## src/rtl/mexp_pkg.sv

```systemverilog
package mexp_pkg;

  typedef enum logic [3:0] {
    ST_IDLE,
    ST_LOAD,
    ST_RED,
    ST_SQ,
    ST_SQW,
    ST_MUL,
    ST_MULW,
    ST_STEP,
    ST_END
  } mexp_state_e;

  typedef enum logic {
    PASS_A = 1'b0,
    PASS_B = 1'b1
  } mexp_pass_e;

endpackage

```

## src/rtl/mexp_modmul.sv

```systemverilog
module mexp_modmul #(
  parameter int NW = 32
) (
  input  logic          clk,
  input  logic          rst_n,
  input  logic          go,
  input  logic [NW-1:0] op_a,
  input  logic [NW-1:0] op_b,
  input  logic [NW-1:0] op_n,
  output logic          fin,
  output logic [NW-1:0] prod
);
  localparam int CW = $clog2(NW) + 1;

  // One interleaved step: acc <- (2*acc + bit*b) mod n, for acc < n and b < n.
  function automatic logic [NW-1:0] mm_step(input logic [NW-1:0] acc,
                                             input logic          bit_i,
                                             input logic [NW-1:0] bb,
                                             input logic [NW-1:0] nn);
    logic [NW+1:0] t;
    logic [NW+1:0] nx;
    nx = {2'b00, nn};
    t  = {1'b0, acc, 1'b0};
    if (t >= nx) t = t - nx;
    if (bit_i)   t = t + {2'b00, bb};
    if (t >= nx) t = t - nx;
    return t[NW-1:0];
  endfunction

  logic          busy_q;
  logic          fin_q;
  logic [NW-1:0] a_q, b_q, n_q, acc_q;
  logic [CW-1:0] cnt_q;
  logic          step_last;

  assign step_last = busy_q && (cnt_q == CW'(NW - 1));

  always_ff @(posedge clk) begin
    if (!rst_n) begin
      busy_q <= 1'b0;
      fin_q  <= 1'b0;
      a_q    <= '0;
      b_q    <= '0;
      n_q    <= '0;
      acc_q  <= '0;
      cnt_q  <= '0;
    end else begin
      fin_q <= 1'b0;
      if (go) begin
        busy_q <= 1'b1;
        a_q    <= op_a;
        b_q    <= op_b;
        n_q    <= op_n;
        acc_q  <= '0;
        cnt_q  <= '0;
      end else if (busy_q) begin
        acc_q <= mm_step(acc_q, a_q[NW-1], b_q, n_q);
        a_q   <= {a_q[NW-2:0], 1'b0};
        cnt_q <= cnt_q + CW'(1);
        if (step_last) begin
          busy_q <= 1'b0;
          fin_q  <= 1'b1;
        end
      end
    end
  end

  assign fin  = fin_q;
  assign prod = acc_q;

  // Product handed back is always fully reduced.
  p_mul_reduced_r2: assert property (@(posedge clk) disable iff (!rst_n)
    fin |-> (prod < n_q));

  // A finished product is announced exactly one cycle after the last step.
  p_mul_fin_after_last_r2: assert property (@(posedge clk) disable iff (!rst_n)
    step_last && !go |=> fin);

endmodule

```

## src/rtl/mexp_reducer.sv

```systemverilog
module mexp_reducer #(
  parameter int NW = 32,
  parameter int IW = 41
) (
  input  logic          clk,
  input  logic          rst_n,
  input  logic          go,
  input  logic [IW-1:0] val,
  input  logic [NW-1:0] op_n,
  output logic          fin,
  output logic [NW-1:0] rem
);
  localparam int CW = $clog2(IW) + 1;

  // r <- (2r + bit) mod n for r < n; one subtraction suffices.
  function automatic logic [NW-1:0] rd_step(input logic [NW-1:0] r,
                                            input logic          bit_i,
                                            input logic [NW-1:0] nn);
    logic [NW:0] t;
    t = {r, bit_i};
    if (t >= {1'b0, nn}) t = t - {1'b0, nn};
    return t[NW-1:0];
  endfunction

  logic          busy_q;
  logic          fin_q;
  logic [IW-1:0] v_q;
  logic [NW-1:0] n_q, r_q;
  logic [CW-1:0] cnt_q;
  logic          step_last;

  assign step_last = busy_q && (cnt_q == CW'(IW - 1));

  always_ff @(posedge clk) begin
    if (!rst_n) begin
      busy_q <= 1'b0;
      fin_q  <= 1'b0;
      v_q    <= '0;
      n_q    <= '0;
      r_q    <= '0;
      cnt_q  <= '0;
    end else begin
      fin_q <= 1'b0;
      if (go) begin
        busy_q <= 1'b1;
        v_q    <= val;
        n_q    <= op_n;
        r_q    <= '0;
        cnt_q  <= '0;
      end else if (busy_q) begin
        r_q   <= rd_step(r_q, v_q[IW-1], n_q);
        v_q   <= {v_q[IW-2:0], 1'b0};
        cnt_q <= cnt_q + CW'(1);
        if (step_last) begin
          busy_q <= 1'b0;
          fin_q  <= 1'b1;
        end
      end
    end
  end

  assign fin = fin_q;
  assign rem = r_q;

  // Reduced base is below the modulus.
  p_red_bound_r2: assert property (@(posedge clk) disable iff (!rst_n)
    fin |-> (rem < n_q));

  // No new reduction is launched while one is in flight.
  p_red_no_overlap_r2: assert property (@(posedge clk) disable iff (!rst_n)
    busy_q |-> !go);

endmodule

```

## src/rtl/mexp_guard.sv

```systemverilog
module mexp_guard #(
  parameter int NW = 32,
  parameter int KW = 8
) (
  input  logic                  clk,
  input  logic                  rst_n,
  input  logic                  start,
  output logic                  ready,
  input  logic [NW-1:0]         base,
  input  logic [NW-1:0]         expo,
  input  logic [NW-1:0]         modulus,
  input  logic [NW-1:0]         phi,
  input  logic [KW-1:0]         kx_a,
  input  logic [KW-1:0]         ky_a,
  input  logic [KW-1:0]         kx_b,
  input  logic [KW-1:0]         ky_b,
  input  logic                  inj_en,
  input  logic [$clog2(NW)-1:0] inj_bit,
  output logic                  done,
  output logic                  err,
  output logic [NW-1:0]         result
);
  import mexp_pkg::*;

  localparam int EW  = NW + KW + 1;      // masked operand width incl. carry
  localparam int IXW = $clog2(EW);
  localparam int IBW = $clog2(NW);

  // v + k*m, the masking used for both base and exponent.
  function automatic logic [EW-1:0] mask_add(input logic [NW-1:0] v,
                                             input logic [KW-1:0] k,
                                             input logic [NW-1:0] m);
    return EW'(v) + EW'(k) * EW'(m);
  endfunction

  // Invert one bit, then pull back below the modulus once.
  function automatic logic [NW-1:0] corrupt(input logic [NW-1:0] v,
                                            input logic [IBW-1:0] b,
                                            input logic [NW-1:0] nn);
    logic [NW-1:0] f;
    f = v ^ (NW'(1) << b);
    return (f >= nn) ? f - nn : f;
  endfunction

  mexp_state_e   state_q;
  mexp_pass_e    pass_q;
  logic [NW-1:0] x_q, y_q, n_q, phi_q;
  logic [KW-1:0] kxa_q, kya_q, kxb_q, kyb_q;
  logic          inj_q;
  logic [IBW-1:0] ibit_q;
  logic [EW-1:0] yenc_q;
  logic [NW-1:0] base_q, acc_q, res_a_q;
  logic [IXW-1:0] idx_q;
  logic          done_q, err_q;
  logic [NW-1:0] result_q;

  // Named internal events.
  logic          accept;
  logic          pass_end;
  logic          run_done;
  logic          mismatch;
  logic [KW-1:0] kx_sel, ky_sel;
  logic [NW-1:0] inj_mask;

  assign accept   = start && (state_q == ST_IDLE);
  assign pass_end = (state_q == ST_END);
  assign run_done = pass_end && (pass_q == PASS_B);
  assign mismatch = (res_a_q != acc_q);
  assign kx_sel   = (pass_q == PASS_B) ? kxb_q : kxa_q;
  assign ky_sel   = (pass_q == PASS_B) ? kyb_q : kya_q;
  assign inj_mask = NW'(1) << ibit_q;

  // Shared datapath units.
  logic          red_go, red_fin;
  logic [NW-1:0] red_rem;
  logic          mul_go, mul_fin;
  logic [NW-1:0] mul_b, mul_prod;

  assign red_go = (state_q == ST_LOAD);
  assign mul_go = (state_q == ST_SQ) || (state_q == ST_MUL);
  assign mul_b  = (state_q == ST_MUL) ? base_q : acc_q;

  mexp_reducer #(.NW(NW), .IW(EW)) u_red (
    .clk  (clk),
    .rst_n(rst_n),
    .go   (red_go),
    .val  (mask_add(x_q, kx_sel, n_q)),
    .op_n (n_q),
    .fin  (red_fin),
    .rem  (red_rem)
  );

  mexp_modmul #(.NW(NW)) u_mul (
    .clk  (clk),
    .rst_n(rst_n),
    .go   (mul_go),
    .op_a (acc_q),
    .op_b (mul_b),
    .op_n (n_q),
    .fin  (mul_fin),
    .prod (mul_prod)
  );

  always_ff @(posedge clk) begin
    if (!rst_n) begin
      state_q  <= ST_IDLE;
      pass_q   <= PASS_A;
      x_q      <= '0;
      y_q      <= '0;
      n_q      <= '0;
      phi_q    <= '0;
      kxa_q    <= '0;
      kya_q    <= '0;
      kxb_q    <= '0;
      kyb_q    <= '0;
      inj_q    <= 1'b0;
      ibit_q   <= '0;
      yenc_q   <= '0;
      base_q   <= '0;
      acc_q    <= '0;
      res_a_q  <= '0;
      idx_q    <= '0;
      done_q   <= 1'b0;
      err_q    <= 1'b0;
      result_q <= '0;
    end else begin
      done_q <= 1'b0;
      unique case (state_q)
        ST_IDLE: begin
          if (accept) begin
            x_q     <= base;
            y_q     <= expo;
            n_q     <= modulus;
            phi_q   <= phi;
            kxa_q   <= kx_a;
            kya_q   <= ky_a;
            kxb_q   <= kx_b;
            kyb_q   <= ky_b;
            inj_q   <= inj_en;
            ibit_q  <= inj_bit;
            pass_q  <= PASS_A;
            state_q <= ST_LOAD;
          end
        end
        ST_LOAD: begin
          yenc_q  <= mask_add(y_q, ky_sel, phi_q);
          state_q <= ST_RED;
        end
        ST_RED: begin
          if (red_fin) begin
            base_q  <= red_rem;
            acc_q   <= (n_q == NW'(1)) ? '0 : NW'(1);
            idx_q   <= IXW'(EW - 1);
            state_q <= ST_SQ;
          end
        end
        ST_SQ:  state_q <= ST_SQW;
        ST_SQW: begin
          if (mul_fin) begin
            acc_q   <= mul_prod;
            state_q <= yenc_q[idx_q] ? ST_MUL : ST_STEP;
          end
        end
        ST_MUL: state_q <= ST_MULW;
        ST_MULW: begin
          if (mul_fin) begin
            acc_q   <= mul_prod;
            state_q <= ST_STEP;
          end
        end
        ST_STEP: begin
          if (idx_q == '0) begin
            state_q <= ST_END;
          end else begin
            idx_q   <= idx_q - IXW'(1);
            state_q <= ST_SQ;
          end
        end
        ST_END: begin
          if (pass_q == PASS_A) begin
            res_a_q <= inj_q ? corrupt(acc_q, ibit_q, n_q) : acc_q;
            pass_q  <= PASS_B;
            state_q <= ST_LOAD;
          end else begin
            done_q   <= 1'b1;
            err_q    <= mismatch;
            result_q <= mismatch ? '0 : acc_q;
            state_q  <= ST_IDLE;
          end
        end
        default: state_q <= ST_IDLE;
      endcase
    end
  end

  assign ready  = (state_q == ST_IDLE);
  assign done   = done_q;
  assign err    = err_q;
  assign result = result_q;

  // completion is a single-cycle pulse.
  p_done_pulse_r7: assert property (@(posedge clk) disable iff (!rst_n)
    done |=> !done);

  // ready drops after an accepted start, and is back when done rises.
  p_ready_drop_r6: assert property (@(posedge clk) disable iff (!rst_n)
    accept |=> !ready);
  p_ready_at_done_r6: assert property (@(posedge clk) disable iff (!rst_n)
    done |-> ready);

  // a start during a run leaves the captured operands untouched.
  p_ignore_start_r8: assert property (@(posedge clk) disable iff (!rst_n)
    (start && !ready) |=> ($stable(n_q) && $stable(y_q) && $stable(x_q)));

  // a valid injected fault is always flagged and the value withheld.
  p_fault_flag_r5: assert property (@(posedge clk) disable iff (!rst_n)
    (run_done && inj_q && (inj_mask < n_q)) |=> (err && (result == '0)));

  // a flagged error never releases a value.
  p_err_zero_r4: assert property (@(posedge clk) disable iff (!rst_n)
    (done && err) |-> (result == '0));

  // outputs hold between completions.
  p_hold_r10: assert property (@(posedge clk) disable iff (!rst_n)
    (!done && !$past(run_done)) |-> ($stable(result) && $stable(err)));

endmodule

```

## config.mk

```make
export PLATFORM = sky130hd
export DESIGN_NAME = mexp_guard
export DESIGN_NICKNAME = d
export VERILOG_FILES = /design/src/rtl/mexp_pkg.sv /design/src/rtl/mexp_modmul.sv /design/src/rtl/mexp_reducer.sv /design/src/rtl/mexp_guard.sv
export SDC_FILE = /design/constraint.sdc
export NUM_CORES = 2
export LEC_CHECK = 0
export ABC_AREA = 1
export BUFFER_PORTS_ARGS = -buffer_cell sky130_fd_sc_hd__clkbuf_2
export CORE_MARGIN = 5
export CORE_UTILIZATION = 30
export DETAILED_ROUTE_END_ITERATION = 6
export SYNTH_ARGS = -nofsm -noshare
export SYNTH_HDL_FRONTEND = slang
export SYNTH_SLANG_ARGS = --single-unit
```

## constraint.sdc

```tcl
create_clock -name clk -period 12.65 [get_ports clk]
set_input_delay 0.6325 -clock clk [delete_from_list [all_inputs] [get_ports clk]]
set_output_delay 0.6325 -clock clk [all_outputs]
set_load 0.02 [all_outputs]
```

==> Yosys cells after proc, flatten, opt, wreduce, memory -nomap -nowiden <==
Index checks and enable logic that the tools add are counted.
{ "totals": {"rom_bits": 0, "input_bits": 169, "latchBits": 0, "output_inout_bits": 35, "reg_bits": 598, "ramBits": 0, "wordCells": 147, "memories": 0} }
{ "classes": {"addsub": 10, "n_reduce_logical": 25, "muxes": 48, "multipliers": 2, "n_bitwise": 5, "n_lt_le_gt_ge": 5, "shifts": 1, "n_div": 0, "n_eq_ne": 18} }
{ "ops": {"columns": ["op", "n"], "rows": [
  ["two-way mux 32 bit", 10],
  ["two-way mux 34 bit", 8],
  ["subtractor 32 bit", 3],
  ["adder 32 x 40 -> 41 bit", 2],
  ["two-way mux 41 bit", 2],
  ["multiplier 8 x 32 -> 40 bit", 2],
  [">= comparator 33 x 32 -> 1 bit", 2],
  ["one-hot mux 32 bit (2 select lines)", 1],
  ["one-hot mux 4 bit (9 select lines)", 1],
  ["adder 34 x 32 -> 34 bit", 1],
  [">= comparator 34 x 32 -> 1 bit", 1],
  ["subtractor 33 x 32 -> 34 bit", 1],
  ["equality test 32 x 1 -> 1 bit (second input constant)", 1],
  [">= comparator 32 bit", 1],
  ["inequality test 32 bit", 1],
  ["left shift 1 x 5 -> 32 bit (first input constant)", 1],
  ["XOR 32 bit", 1],
  ["two-way mux 4 bit", 5],
  ["equality test 4 x 3 -> 1 bit (second input constant)", 4],
  ["two-way mux 8 bit", 2],
  ["two-way mux 1 bit", 13],
  ["two-way mux 6 bit", 2],
  ["one-hot mux 6 bit (2 select lines)", 1],
  ["AND reduction 2 bit", 6],
  ["other kinds (24)", 42]
]} }

==> Logic depth before layout (Yosys ltp) <==
{ "logic_depth": {"word_depth": 12, "mapped_depth": 50, "ltp_nobuf": 48} }

==> By module <==
A second synthesis with hierarchy kept.
{ "unflattened": {"hier_cells": 8385, "hier_area_um2": 55901.1} }
{ "by_module_without_submodules": {"columns": ["module", "area_each_um2", "instances", "cells_per_inst", "seq_area_each_um2"], "rows": [
  ["mexp_guard", 35486.5, 1, 4978, 6966.7],
  ["mexp_modmul", 12861.1, 1, 2197, 2722.6],
  ["mexp_reducer", 7553.5, 1, 1210, 2282.2]
]} }

==> Worst setup path after synthesis <==
Ideal clock, no wire load.
{ "synth_path": {"kind": "register -> register", "startpoint": "register u_mul.n_q[26]", "endpoint": "register u_mul.acc_q[25] (netlist: u_mul.prod[25])", "arrival_time_ns": 5.216, "synth_period_minus_slack_ns": 5.348, "stages_incl_launch_ff": 47, "path_buffers": 2, "path_slack_ns": 7.302, "setup_time_ns": 0.132, "t_required_ns": 12.518, "path_cell_list": "dfxtp_1 > inv_1 > ha_1 > nand2_1 > nor2_2 > nand2_1 > nor3_2 > nand2_1 > nand2_1 > nor2_1 > nand2_4 > inv_2 > buf_2 > nor2_1 > ha_1 > inv_1 > fa_1 > inv_1 > (+11 left out) > ha_1 > nand2_1 > inv_1 > nand2_1 > nand2_1 > nand2_1 > nand2_1 > a21oi_1 > nand2_1 > nand2_1 > nand2_1 > a21oi_1 > nand2_1 > nor2_4 > buf_2 > nand3_1 > nand3_1 > a21oi_1"} }
{ "synth_via": {"elab_chain_cells": 12, "elab_cells_between_ends": 14, "cone_classes": "add/sub (3); order compare (2); mux (9)"} }
{ "synth_lines": {"columns": ["element", "line", "rtl"], "rows": [
  ["from (decl)", "mexp_modmul.sv:32", "logic [NW-1:0] a_q, b_q, n_q, acc_q;"],
  ["from (signal assigned)", "mexp_modmul.sv:53", "n_q <= op_n;"],
  ["subtractor 33 x 32 -> 34 bit or >= comparator 33 x 32 -> 1 bit (tied branches)", "mexp_modmul.sv:24", "if (t >= nx) t = t - nx;"],
  ["two-way mux 34 bit", "mexp_modmul.sv:24", null],
  ["two-way mux 34 bit", "mexp_modmul.sv:56", "end else if (busy_q) begin"],
  ["two-way mux 34 bit", "mexp_modmul.sv:49", "if (go) begin"],
  ["two-way mux 34 bit", "mexp_modmul.sv:39", "if (!rst_n) begin"],
  ["adder 34 x 32 -> 34 bit", "mexp_modmul.sv:25", "if (bit_i) t = t + {2'b00, bb};"],
  ["two-way mux 34 bit", "mexp_modmul.sv:25", null],
  ["two-way mux 34 bit", "mexp_modmul.sv:56", null],
  ["two-way mux 34 bit", "mexp_modmul.sv:49", null],
  ["two-way mux 34 bit", "mexp_modmul.sv:39", null],
  [">= comparator 34 x 32 -> 1 bit or subtractor 32 bit (tied branches)", "mexp_modmul.sv:26", "if (t >= nx) t = t - nx;"],
  ["two-way mux 32 bit (*)", "mexp_modmul.sv:26", null],
  ["to (signal assigned)", "mexp_modmul.sv:57", "acc_q <= mm_step(acc_q, a_q[NW-1], b_q, n_q);"],
  ["to (decl)", "mexp_modmul.sv:32", null]
]} }
Every way passes the cells marked *; elsewhere a longest branch is shown, timed or not. The select of a mux whose other input is x is not followed.
A chain may end at the register's enable or synchronous reset.

==> Worst setup path in the final report <==
{ "layout_path": {"startpoint": "register pass_q", "endpoint": "register yenc_q[35]"} }
{ "layout_via": {"elab_chain_cells": 3} }
{ "layout_lines": {"columns": ["element", "line", "rtl"], "rows": [
  ["from (decl)", "mexp_guard.sv:46", "mexp_pass_e pass_q;"],
  ["from (signal assigned)", "mexp_guard.sv:107", "pass_q <= PASS_A;"],
  ["from (signal assigned)", "mexp_guard.sv:141", "pass_q <= PASS_A;"],
  ["from (signal assigned)", "mexp_guard.sv:182", "pass_q <= PASS_B;"],
  ["two-way mux 8 bit", "mexp_guard.sv:70", "assign ky_sel = (pass_q == PASS_B) ? kyb_q : kya_q;"],
  ["multiplier 8 x 32 -> 40 bit", "mexp_guard.sv:33", "return EW'(v) + EW'(k) * EW'(m);"],
  ["adder 32 x 40 -> 41 bit", "mexp_guard.sv:33", null],
  ["to (signal assigned)", "mexp_guard.sv:146", "yenc_q <= mask_add(y_q, ky_sel, phi_q);"],
  ["to (decl)", "mexp_guard.sv:51", "logic [EW-1:0] yenc_q;"]
]} }
Every way passes these cells.

==> impl_metrics.env <==
export IMPL_status="completed"
export IMPL_clk_pin_slew_worst_paths_ns=0.06
export IMPL_setup_ws_ns=4.30
export IMPL_antennaDiodeCount=0
export IMPL_slew_headroom_pct=22.3
export IMPL_nets=8584
export IMPL_dieArea_um2=185000
export IMPL_grt_usage_pct=21.6
export IMPL_area_growth_pct=11.2
export IMPL_r2r_slack_ns=4.30
export IMPL_cp_slowest_stage_delay_ns=0.92
export IMPL_crit_type="reg -> reg"
export IMPL_startpoint_type="register"
export IMPL_synth_top_family_by_area="adder cells"
export IMPL_clockRootBuffer="clkbuf_16"
export IMPL_drc=0
export IMPL_portBuffers=203
export IMPL_min_path_type="in -> reg"
export IMPL_via_per_inst=5.09
export IMPL_syn_inst=7675
export IMPL_top_regs="u_red.v_q x41, yenc_q x41"
export IMPL_dr_pass1_iters=6
export IMPL_synth_edf_count=0
export IMPL_start_util_pct=30.1
export IMPL_die_h_um=430
export IMPL_postCtsResizedCells=0
export IMPL_synth_area_per_cell_um2=6.89
export IMPL_yosys_warnings=0
export IMPL_drv_cap=0
export IMPL_clk_latency_ns=0.69
export IMPL_io_pins=204
export IMPL_yosysMostFrequentCell="nand2_1"
export IMPL_worstPathRequired_ns=13.27
export IMPL_numCtsBuffers=73
export IMPL_async_flop_share_pct=0
export IMPL_synth_seq_cells=598
export IMPL_grt_ovfl_total=0
export IMPL_worst_pin_slew_ns=1.17
export IMPL_setup_viol=0
export IMPL_via_count=51400
export IMPL_finClkSkew_ns=0.0324
export IMPL_clockBufferDepth=3
export IMPL_syn_area_um2=52900
export IMPL_arrival_ns=8.98
export IMPL_ys_top_cells_by_count="1665 x nand2_1, 1169 x inv_1, 774 x a21oi_1"
export IMPL_seq_area_frac_synth_pct=22.6
export IMPL_synth_adder_area_share_pct=23.2
export IMPL_grt_pass1_vias=50400
export IMPL_synth_top_cell_area_share_pct=22.6
export IMPL_coreArea_um2=176000
export IMPL_path_max_fanout=31
export IMPL_drt_wl_total_um=206000
export IMPL_period_needed_ns=8.35
export IMPL_cts_sinks=598
export IMPL_antenna_found_initial=13
export IMPL_tns_ns=0
export IMPL_critPathSlowestCell="dfxtp_2"
export IMPL_synth_cell_types=55
export IMPL_fmax_mhz=120
export IMPL_synth_mux_area_share_pct=0
export IMPL_finalCritPeriodShare_pct=66.0
export IMPL_grt_pass1_wl_um=308000
export IMPL_yosys_area_share_xor_xnor_pct=3.31
export IMPL_hpwlAfterDp_um=161000
export IMPL_htreeDepth=3
export IMPL_ant_nets=0
export IMPL_synth_area_leaders="dfxtp_1 23%, fa_1 16%, nand2_1 12%"
export IMPL_rsz0062_at_grt="no"
export IMPL_wl_per_cell_um=20.4
export IMPL_synth_simple_area_share_pct=22.4
export IMPL_cts_tree="built"
export IMPL_first_iter_violations=4473
export IMPL_finalHoldViolations=0
export IMPL_drive_above_1_share_pct=6.24
export IMPL_cp_end_kind="register"
export IMPL_ys_flop_type="dfxtp_1"
export IMPL_std_cell_rows=154
export IMPL_synth_nets=8566
export IMPL_grt_max_degree=164
export IMPL_hold_buffers=0
export IMPL_pre_cts_ws_ns=4.19
export IMPL_synth_compound_area_share_pct=17.4
export IMPL_place_congestion=1.02
export IMPL_yosysTopAreaCell="dfxtp_1"
export IMPL_die_w_um=430
export IMPL_fillerInstances=19200
export IMPL_cts_setup_buffers=0
export IMPL_drv_slew=0
-- worst paths after layout --
check | startpoint | end | depth (start not counted)
max | pass_q$_SDFFE_PN0P_ | yenc_q[35]$_SDFFE_PN0P_ | 28
max reg2reg | pass_q$_SDFFE_PN0P_ | yenc_q[35]$_SDFFE_PN0P_ | 28
min reg2reg | kxa_q[7]$_SDFFE_PN0P_ | kxa_q[7]$_SDFFE_PN0P_ | 2
min | ky_a[4] | kya_q[4]$_SDFFE_PN0P_ | 3
-- area by class of cell --
class / instances / area (um2) / area share, %
repair buffers: 273 / 1560 / 2.66
clock buffers: 97 / 2080 / 3.53
inverters: 1217 / 4570 / 7.77
well taps: 2340 / 2930 / 4.98
clock inverters: 38 / 562 / 0.955
multi-input cells: 5530 / 35100 / 59.7
flip-flops and latches: 598 / 12000 / 20.4
-- worst max-delay path, delay by kind of cell (launching register included) --
kind,cells,cell delay [ns]
compound gates,5,1.59
fa+ha+maj,6,2.32
buf+inv,8,2.29
flops,1,0.92
simple gates,9,1.14
-- metrics by stage --
| stage | std cells | instance area, um2 | hold WS, ns | utilization [%] |
|---|---|---|---|---|
| 2_1_floorplan | 7675 | 52900 | 0.423 | - |
| 3_3_place_gp | 9958 | 56200 | 0.441 | 32.0 |
| 3_5_place_dp | 9958 | 56200 | 0.446 | 32.0 |
| 4_1_cts | 10100 | 58800 | 0.148 | 33.5 |
| 5_1_grt | 10100 | 58800 | 0.204 | 33.5 |
| 6_report | 10100 | 58800 | 0.217 | 33.5 |
-- per-layer routing --
| metal | GRT usage (%) | up-vias | part of all wire [%] |
|---|---|---|---|
| met5 | 0 | - | 0.0073 |
| met3 | 3.14 | 416 | 6.3 |
| met4 | 11.4 | 2 | 6.4 |
| li1 | - | 24600 | - |
| met2 | 35.5 | 1806 | 46 |
| met1 | 27.4 | 24600 | 42 |
-- logic make-up after synthesis --
kind of cell	Yosys count
xor+xnor	200
fa+ha+maj	722
buf+inv	1547
simple gates	2910
flops	598
compound gates	1698
-- cells in the final DEF (no fill, tap or decap), types with 38 or more instances in the layout --
master / n
a21oi_1: 774
nand4_1: 57
nand3_1: 357
nand2_1: 1663
ha_1: 293
clkbuf_2: 202
fa_1: 429
inv_1: 1168
buf_4: 69
nor2_1: 691
xor2_1: 111
xnor2_1: 89
nor3_1: 53
o21ai_0: 575
o21bai_1: 38
a31oi_1: 102
clkbuf_16: 73
dfxtp_1: 596
o211ai_1: 50
Power is not shown: default switching activity piles up to over one toggle a cycle in this logic, so the estimate is an artifact.
